$ cat src/rtl/stack_eval.sv
module stack_eval #(
  parameter int W     = 16,
  parameter int DEPTH = 8,
  parameter int OPW   = 2,
  parameter int AW    = 6
) (
  input  logic                    clk,
  input  logic                    rst_n,
  input  logic                    start,
  input  logic [AW:0]             prog_len,
  output logic [AW-1:0]           imem_addr,
  input  logic [OPW+2:0]          imem_data,
  input  logic [W*(2**OPW)-1:0]   port_data,
  output logic                    busy,
  output logic                    done,
  output logic [W-1:0]            result,
  output logic                    overflow,
  output logic                    underflow
);
  localparam int NREG = 2 ** OPW;
  localparam int SPW  = $clog2(DEPTH + 1);
  localparam int IXW  = (DEPTH > 1) ? $clog2(DEPTH) : 1;
  localparam logic [SPW-1:0] FULL = SPW'(DEPTH);

  typedef enum logic [1:0] {S_IDLE, S_RUN, S_FIN} st_t;
  localparam logic [1:0] C_PUSH = 2'b00, C_POP = 2'b01, C_ADD = 2'b10, C_MUL = 2'b11;

  st_t            state;
  logic [AW-1:0]  pc;
  logic [AW:0]    len;
  logic [SPW-1:0] sp;
  logic [W-1:0]   stk  [DEPTH];
  logic [W-1:0]   regs [NREG];

  logic [1:0]     cls;
  logic           sel;
  logic [OPW-1:0] idx;
  logic [SPW-1:0] sp_m1, sp_m2;
  logic [W-1:0]   top, nxt, src, alu;
  logic           last;

  assign cls   = imem_data[OPW+2:OPW+1];
  assign sel   = imem_data[OPW];
  assign idx   = imem_data[OPW-1:0];
  assign sp_m1 = sp - SPW'(1);
  assign sp_m2 = sp - SPW'(2);
  assign top   = (sp != '0) ? stk[sp_m1[IXW-1:0]] : '0;
  assign nxt   = (sp > SPW'(1)) ? stk[sp_m2[IXW-1:0]] : '0;
  assign src   = sel ? port_data[idx*W +: W] : regs[idx];
  assign alu   = (cls == C_MUL) ? nxt * top : nxt + top;
  assign last  = ({1'b0, pc} == len - 1'b1);

  assign imem_addr = pc;
  assign busy      = (state != S_IDLE);

  always_ff @(posedge clk or negedge rst_n) begin
    if (!rst_n) begin
      state     <= S_IDLE;
      pc        <= '0;
      len       <= '0;
      sp        <= '0;
      done      <= 1'b0;
      result    <= '0;
      overflow  <= 1'b0;
      underflow <= 1'b0;
      for (int i = 0; i < DEPTH; i++) stk[i] <= '0;
      for (int i = 0; i < NREG; i++) regs[i] <= '0;
    end else begin
      done <= 1'b0;
      case (state)
        S_IDLE: if (start) begin
          pc        <= '0;
          len       <= prog_len;
          sp        <= '0;
          overflow  <= 1'b0;
          underflow <= 1'b0;
          for (int i = 0; i < NREG; i++) regs[i] <= '0;
          state     <= (prog_len == '0) ? S_FIN : S_RUN;
        end
        S_RUN: begin
          case (cls)
            C_PUSH:
              if (sp == FULL) overflow <= 1'b1;
              else begin
                stk[sp[IXW-1:0]] <= src;
                sp <= sp + SPW'(1);
              end
            C_POP:
              if (sp == '0) underflow <= 1'b1;
              else begin
                regs[idx] <= top;
                sp <= sp_m1;
              end
            default:
              if (sp < SPW'(2)) underflow <= 1'b1;
              else begin
                stk[sp_m2[IXW-1:0]] <= alu;
                sp <= sp_m1;
              end
          endcase
          pc <= pc + AW'(1);
          if (last) state <= S_FIN;
        end
        default: begin
          done  <= 1'b1;
          state <= S_IDLE;
          if (sp == '0) begin
            result    <= '0;
            underflow <= 1'b1;
          end else begin
            result <= top;
            sp     <= sp_m1;
          end
        end
      endcase
    end
  end

  a_r7_done_pulse: assert property (@(posedge clk) disable iff (!rst_n) done |=> !done);
  a_r7_done_idle:  assert property (@(posedge clk) disable iff (!rst_n) done |-> !busy);
  a_r5_no_overflow: assert property (@(posedge clk) disable iff (!rst_n) sp <= FULL);
  a_r5_ovf_sticky: assert property (@(posedge clk) disable iff (!rst_n) (busy && overflow) |=> overflow);
  a_r6_unf_sticky: assert property (@(posedge clk) disable iff (!rst_n) (busy && underflow) |=> underflow);
  a_r9_start_only: assert property (@(posedge clk) disable iff (!rst_n) $rose(busy) |-> $past(start));
  a_r2_push_grows: assert property (@(posedge clk) disable iff (!rst_n)
    (state == S_RUN && cls == C_PUSH && sp != FULL) |=> sp == $past(sp) + SPW'(1));
  a_r6_short_hold: assert property (@(posedge clk) disable iff (!rst_n)
    (state == S_RUN && cls[1] && sp < SPW'(2)) |=> ($stable(sp) && underflow));
endmodule

$ cat config.mk
export PLATFORM = sky130hd
export DESIGN_NAME = stack_eval
export DESIGN_NICKNAME = d
export VERILOG_FILES = /design/src/rtl/stack_eval.sv
export SDC_FILE = /design/constraint.sdc
export NUM_CORES = 1
export LEC_CHECK = 0
export BUFFER_PORTS_ARGS = -buffer_cell sky130_fd_sc_hd__buf_2
export CAP_MARGIN = 20
export CORE_ASPECT_RATIO = 1.4
export CORE_MARGIN = 2
export CORE_UTILIZATION = 52
export DETAILED_ROUTE_END_ITERATION = 6
export PLACE_DENSITY = 0.69
export SETUP_SLACK_MARGIN = 0.4
export SLEW_MARGIN = 30
export SYNTH_ARGS = -nofsm -noshare
export SYNTH_HDL_FRONTEND = slang
export SYNTH_SLANG_ARGS = --single-unit
$ cat constraint.sdc
create_clock -name clk -period 25.2 [get_ports clk]
set_input_delay 3.78 -clock clk [delete_from_list [all_inputs] [get_ports clk]]
set_output_delay 3.78 -clock clk [all_outputs]
set_load 0.05 [all_outputs]
==> impl_metrics.py, run 1 <==
metrics = {
    "status": {
        "outcome": "completed",
    },
    "global_route": {
        "grt_max_degree": 108,
        "grt_use_total_pct": 32.7,
        "grt-ovfl-total": 0,
        "grt_pass1_wl_mm": 89.5,
        "grt_pass1_vias": 15200,
        "antenna_found_initial": 1,
    },
    "pwr": {
        "peakVddDrop_uv": 56.4,
        "seqPwrFrac_pct": 26.9,
        "p_sw_uw": 1060,
        "clockPowerShare_pct": 16.7,
        "p_leak_uw": 0.00881,
        "power_density_mw_per_mm2": 110,
        "intPower_uw": 1070,
        "sw_frac_of_total_pct": 49.7,
        "pwr-share-comb_pct": 56.5,
    },
    "detailed_routing": {
        "ant_nets": 0,
        "wl_met2_mm": 28.4,
        "dr.max_layer_used": "met4",
        "routedWlPerCell_um": 26.4,
        "wl_mm": 58.3,
        "drc": 0,
        "drt_iter0_drc": 1747,
        "dr.pass1.iters": 6,
        "met1Wirelength_mm": 20.7,
        "vias": 14900,
        "wl_met3_mm": 4.94,
        "vias_per_cell": 6.75,
    },
    "worst_setup_path": {
        "worstSetupPathType": "register to register",
        "start_kind": "register",
        "critPathRequiredTime_ns": 25.60,
        "cp_max_fo": 30,
        "critPathArrivalTime_ns": 9.54,
        "end_kind": "register",
    },
    "yosys": {
        "muxShareOfSynthArea_pct": 16.0,
        "yosys.area_share.simple_pct": 10.7,
        "yosys-top-cells-area": "dfrtp_1, mux4_2, fa_1, ha_1, a22o_1",
        "synth_top_family_by_area": "compound AO/OA/AOI/OAI gates",
        "synthCells": 1700,
        "synth_most_common_cell": "dfrtp_1",
        "synth-seq-area-share_pct": 32.5,
        "synth_top_area_share_pct": 32.5,
        "syn_area_per_cell_sq_um": 10.4,
        "synth_seq_cells": 230,
        "ys_types": 66,
        "ys_warn_count": 0,
        "synth_xor_area_share_pct": 3.18,
        "synth_area_sq_mm": 0.0177,
        "synth_async_sr_flop_share_pct": 100,
        "synth-edff-count": 0,
        "synth_fa_ha_area_share_pct": 14.4,
        "synthTopCellsByCount": "dfrtp_1, nand2_1, inv_1",
        "synth_ff_type": "dfrtp_1",
        "syn_nets": 1935,
        "synth_top_cell_by_area": "dfrtp_1",
        "synth_compound_area_share_pct": 17.1,
    },
    "cells_and_area": {
        "n_antenna_cell": 0,
        "drive_gt1_share_pct": 18.6,
        "areaGrowthSynthToFinish_pct": 9.20,
        "final_nets": 1980,
        "fin_area_sq_mm": 0.0193,
    },
    "cts": {
        "numCtsBuffers": 24,
        "insertion_delay_ns": 0.55,
        "cts_resized": 0,
        "post_cts_buffers": 0,
        "cts_tree": "yes",
        "path_clk_slew_ns": 0.06,
        "clock-sinks": 230,
        "cts_buffer_depth": 3,
        "cts_root_buffer": "clkbuf_16",
        "ctsHoldBuffers": 0,
        "cts.htree.levels": 1,
    },
    "timing": {
        "skew_ns": 0.0176,
        "fin_tns_setup_ns": 0,
        "rsz0062_at_grt": "false",
        "finalCriticalPeriod_ns": 9.14,
        "final-setup-viol-count": 0,
        "slew_headroom_pct": 31.9,
        "finalHoldViolations": 0,
        "worst_pin_slew_ns": 0.993,
        "fmax_mhz": 109,
        "finalMaxSlewViolations": 0,
        "period_share_pct": 36.3,
    },
    "floorplan": {
        "die_h_um": 222,
        "fp.dieArea_sq_mm": 0.0355,
        "core_area_sq_mm": 0.0334,
        "initial_utilization_pct": 52.9,
        "ios": 105,
        "num_rows": 79,
        "die_x_um": 160,
    },
    "placement": {
        "place_area_sq_mm": 0.0185,
        "dp_hpwl_mm": 41.5,
        "gp_congestion": 0.991,
        "io_buffers": 104,
    },
    "run": {
        "drv_cap": 0,
    },
    "min_path": {
        "hold_class": "register to register",
    },
}
[worst max-delay path, cell delays in order, from the launching register on]
cell      delay, ns
dfrtp_4        0.75
inv_1          0.27
ha_1           0.30
nor3b_2        0.21
buf_4          0.28
nor2_1         0.64
a22o_1         0.93
nand2_1        0.18
fa_1           0.53
fa_1           0.55
inv_1          0.05
fa_1           0.48
fa_1           0.56
inv_1          0.05
fa_1           0.45
fa_1           0.39
xor2_1         0.16
xnor2_1        0.21
xnor2_1        0.17
xnor2_1        0.17
xnor2_1        0.14
xnor3_1        0.42
xnor3_1        0.20
xnor2_1        0.18
nor2_1         0.10
o21ai_2        0.40
o221ai_1       0.19
[layout by cell type (no fill, tap or decap), types with 7 or more instances in the layout]
| cell type | synthesis | final |
|---|---|---|
| xnor2_1 | 35 | 35 |
| o21ai_0 | 86 | 86 |
| inv_1 | 136 | 136 |
| mux2i_1 | 16 | 14 |
| a21oi_1 | 39 | 36 |
| clkbuf_16 | 0 | 24 |
| o21ai_1 | 15 | 7 |
| nand2_1 | 229 | 229 |
| buf_4 | 8 | 25 |
| buf_2 | 11 | 103 |
| dfrtp_1 | 230 | 229 |
| mux4_2 | 78 | 78 |
| ha_1 | 76 | 76 |
| mux2_2 | 36 | 36 |
| xor2_1 | 17 | 17 |
| and3_1 | 24 | 24 |
| nor3_1 | 17 | 17 |
| a22o_1 | 108 | 108 |
| nor2_1 | 74 | 73 |
| o221ai_1 | 29 | 29 |
| mux4_1 | 18 | 18 |
| o22ai_1 | 38 | 38 |
| nor2b_1 | 16 | 15 |
| nand3_1 | 18 | 18 |
| and2_1 | 25 | 25 |
| clkbuf_8 | 0 | 7 |
| a22oi_1 | 66 | 66 |
| fa_1 | 80 | 80 |
[sequential cells by signal, summed over array words and instances, names as in the netlist]
signal,flops
result,16
regs,64
done,1
imem_addr,6
overflow,1
stk,128
state,2
len,7
underflow,1
sp,4
[path summary, 6_finish.rpt]
path,startpoint,to,slack [ns],cells past startpoint
worst max register to register,sp[0],stk[31],16.06,26
worst min-delay path,overflow,overflow,0.49,2
worst max-delay path,sp[0],stk[31],16.06,26
max in group asynchronous,rst_n,stk[16],19.76,3
min in group asynchronous,rst_n,imem_addr[1],3.26,1
worst min register to register,overflow,overflow,0.49,2
[power groups by stage]
stage	sequential (uW)	combinational (uW)	clock, uW
after floorplan	573	805	0
after global placement	565	1150	0
after detailed placement	572	1170	0
after CTS	566	1170	356
after global routing	581	1280	369
final	571	1200	354
[layer usage]
| metal | up-vias | GRT usage (%) |
|---|---|---|
| met5 | - | 0 |
| met4 | 0 | 21.2 |
| met3 | 275 | 5.34 |
| met2 | 893 | 55.1 |
| met1 | 7461 | 38.9 |
| li1 | 6250 | - |
[area by class of cell]
type | count | area [sq um]
multi-input cells | 1218 | 11000
inverters | 142 | 533
clock inverters | 10 | 73.8
clock buffers | 31 | 697
flip-flops and latches | 230 | 5760
fillers | 2883 | 14100
repair buffers | 129 | 718
well taps | 445 | 557
[per-stage QoR]
stage                     total power [uW]  utilization (%)  hold slack (ns)  setup slack, ns  cells
after global routing                  2230             57.8            0.505            15.66   2205
after CTS                             2100             57.8            0.487            16.08   2205
after global placement                1720             55.3            0.466            16.33   2164
final                                 2130             57.8            0.486            16.06   2205
after floorplan                       1380                -            0.458            17.16   1700
after detailed placement              1740             55.5            0.473            16.13   2164
[logic make-up after synthesis]
family	Yosys count
xor gates and xnor gates	57
muxes	150
and+or+nand+nor	429
DFF	230
buffers and inverters	252
AOI/OAI and AO/OA	426
adders and majority gates	156
No activity file was read; power rests on OpenSTA's default activity.
==> inputs of run 2 (changes only) <==
- PLACE_DENSITY: 0.69 -> 0.72
- clock period: 25.2 -> 7.3 ns (I/O delays scaled with it)
==> impl_metrics.py, run 2 (synthesis results as in run 1) <==
metrics = {
    "global_route": {
        "grt_max_degree": 79,
        "use_met2_pct": 56.8,
        "antenna_found_initial": 1,
        "top_usage_layer": "met2",
        "grt_pass1_wl_mm": 92.5,
        "grt-ovfl-total": 0,
        "grtUsageMet1_pct": 40.4,
        "grt_pass1_vias": 16000,
        "use_met3_pct": 5.94,
        "grt_use_total_pct": 33.7,
    },
    "cells_and_area": {
        "final_nets": 2115,
        "drive_gt1_share_pct": 28.7,
        "largest_reg_flops": 128,
        "reg_top3": "stk x128, regs x64, result x16",
        "stdcell_count": 2344,
        "fillers": 2667,
        "areaGrowthSynthToFinish_pct": 19.9,
        "regMostFlops": "stk",
        "layout_commonest_cell": "dfrtp_1",
        "final_util_pct": 63.5,
        "mostFrequentLayoutCells": "dfrtp_1, nand2_1, inv_1",
    },
    "timing": {
        "worst_pin_slew_ns": 1.12,
        "finalMaxSlewViolations": 0,
        "skew_ns": 0.0350,
        "final-setup-viol-count": 0,
        "finalHoldViolations": 0,
        "rsz0062_at_grt": "true",
        "post-route-worst-setup-slack_ns": 0.241,
        "slew_headroom_pct": 24.0,
        "finalCriticalPeriod_ns": 7.06,
        "period_share_pct": 96.7,
        "fin_tns_setup_ns": 0,
        "fmax_mhz": 142,
    },
    "cts": {
        "ctsHoldBuffers": 0,
        "cts_tree": "yes",
        "cts_root_buffer": "clkbuf_16",
        "clock-sinks": 230,
        "cts_buffer_depth": 3,
        "insertion_delay_ns": 0.56,
        "path_clk_slew_ns": 0.07,
        "numCtsBuffers": 23,
        "cts.htree.levels": 1,
    },
    "placement": {
        "dp_hpwl_mm": 42.8,
        "dp.cells": 2251,
        "io_buffers": 104,
        "dp_slack_ns": -0.0227,
        "gp_congestion": 0.981,
    },
    "pwr": {
        "seqPwrFrac_pct": 22.4,
        "sw_frac_of_total_pct": 46.4,
        "p_sw_uw": 4010,
        "pwr-share-comb_pct": 63.0,
        "clockPowerShare_pct": 14.7,
        "power_density_mw_per_mm2": 408,
        "p_leak_uw": 0.00964,
        "intPower_uw": 4640,
        "peakVddDrop_uv": 198,
    },
    "floorplan": {
        "die_h_um": 222,
        "num_rows": 79,
        "core_area_sq_mm": 0.0334,
        "initial_utilization_pct": 52.9,
        "ios": 105,
        "fp.dieArea_sq_mm": 0.0355,
        "die_x_um": 160,
    },
    "detailed_routing": {
        "routedWlPerCell_um": 25.6,
        "drc": 0,
        "wl_mm": 59.9,
        "vias": 15600,
        "ant_nets": 0,
        "vias_per_cell": 6.67,
        "drt_iter0_drc": 1936,
        "dr.pass1.iters": 7,
    },
    "worst_setup_path": {
        "critPathArrivalTime_ns": 7.47,
        "cp_max_fo": 17,
        "cp_slowest_stage_delay_ns": 0.53,
        "worstSetupPathType": "register to register",
        "critPathRequiredTime_ns": 7.71,
        "start_kind": "register",
        "cp_common_cell": "fa_1",
        "cp_slowest_cell": "fa_1",
        "end_kind": "register",
    },
    "run": {
        "drv_cap": 0,
    },
    "status": {
        "outcome": "completed",
    },
    "min_path": {
        "hold_class": "input pin to async pin",
    },
}
## run 2: power by group through the flow
stage | clock network, uW | logic, uW | registers (uW)
6_report | 1270 | 5440 | 1940
3_5_place_dp | 0 | 4630 | 1940
2_1_floorplan | 0 | 2900 | 1980
4_1_cts | 1270 | 5170 | 1910
3_3_place_gp | 0 | 4530 | 1920
5_1_grt | 1320 | 5730 | 1960
## run 2: worst max-delay path: cells and delay by family (launching register included)
kind            cells  cell delay (ns)
mux                 1             0.34
xor+xnor            1             0.22
flops               1             0.45
simple gates        5             0.48
buf+inv             9             0.84
compound gates      5             0.96
fa+ha+maj           8             3.62
## run 2: layout make-up
cell class	count	area (sq um)	share of cell area, %
Antenna cell	2	5.00	0.0236
Clock buffer	27	621	2.93
Clock inverter	15	176	0.832
Inverter	142	556	2.62
Multi-Input combinational cell	1218	11400	53.7
Sequential cell	230	5760	27.2
Tap cell	445	557	2.63
Timing Repair Buffer	265	2130	10.1
## run 2: timing repair
action	CTS	global route
cloned	4	0
endpoints found under the setup margin	40	43
setup buffers	39	6
gates resized for setup	89	34
pin swaps	13	20
## run 2: path summary, 6_finish.rpt
kind,start,endpoint,cells past startpoint,slack [ns]
max,sp[0],stk[47],29,0.24
max in group asynchronous,rst_n,regs[24],3,5.62
max reg2reg,sp[0],stk[47],29,0.24
min in group clk,result[7],result[7],1,0.50
min,rst_n,len[0],1,0.50
min reg2reg,result[7],result[7],1,0.50
## run 2: stage by stage
stage	hold WS, ns	power, uW	area [sq um]
floorplan	0.458	4880	17900
global placement	0.476	6450	19300
detailed placement	0.485	6560	19400
CTS	0.504	8360	21000
global route	0.515	9020	21200
finish	0.498	8650	21200
## run 2: per-layer routing
layer  share of wire (%)  wire length, um
met1                  35            21000
met2                  49            29400
met3                 8.7             5240
met4                 7.1             4260
met5                   0                0
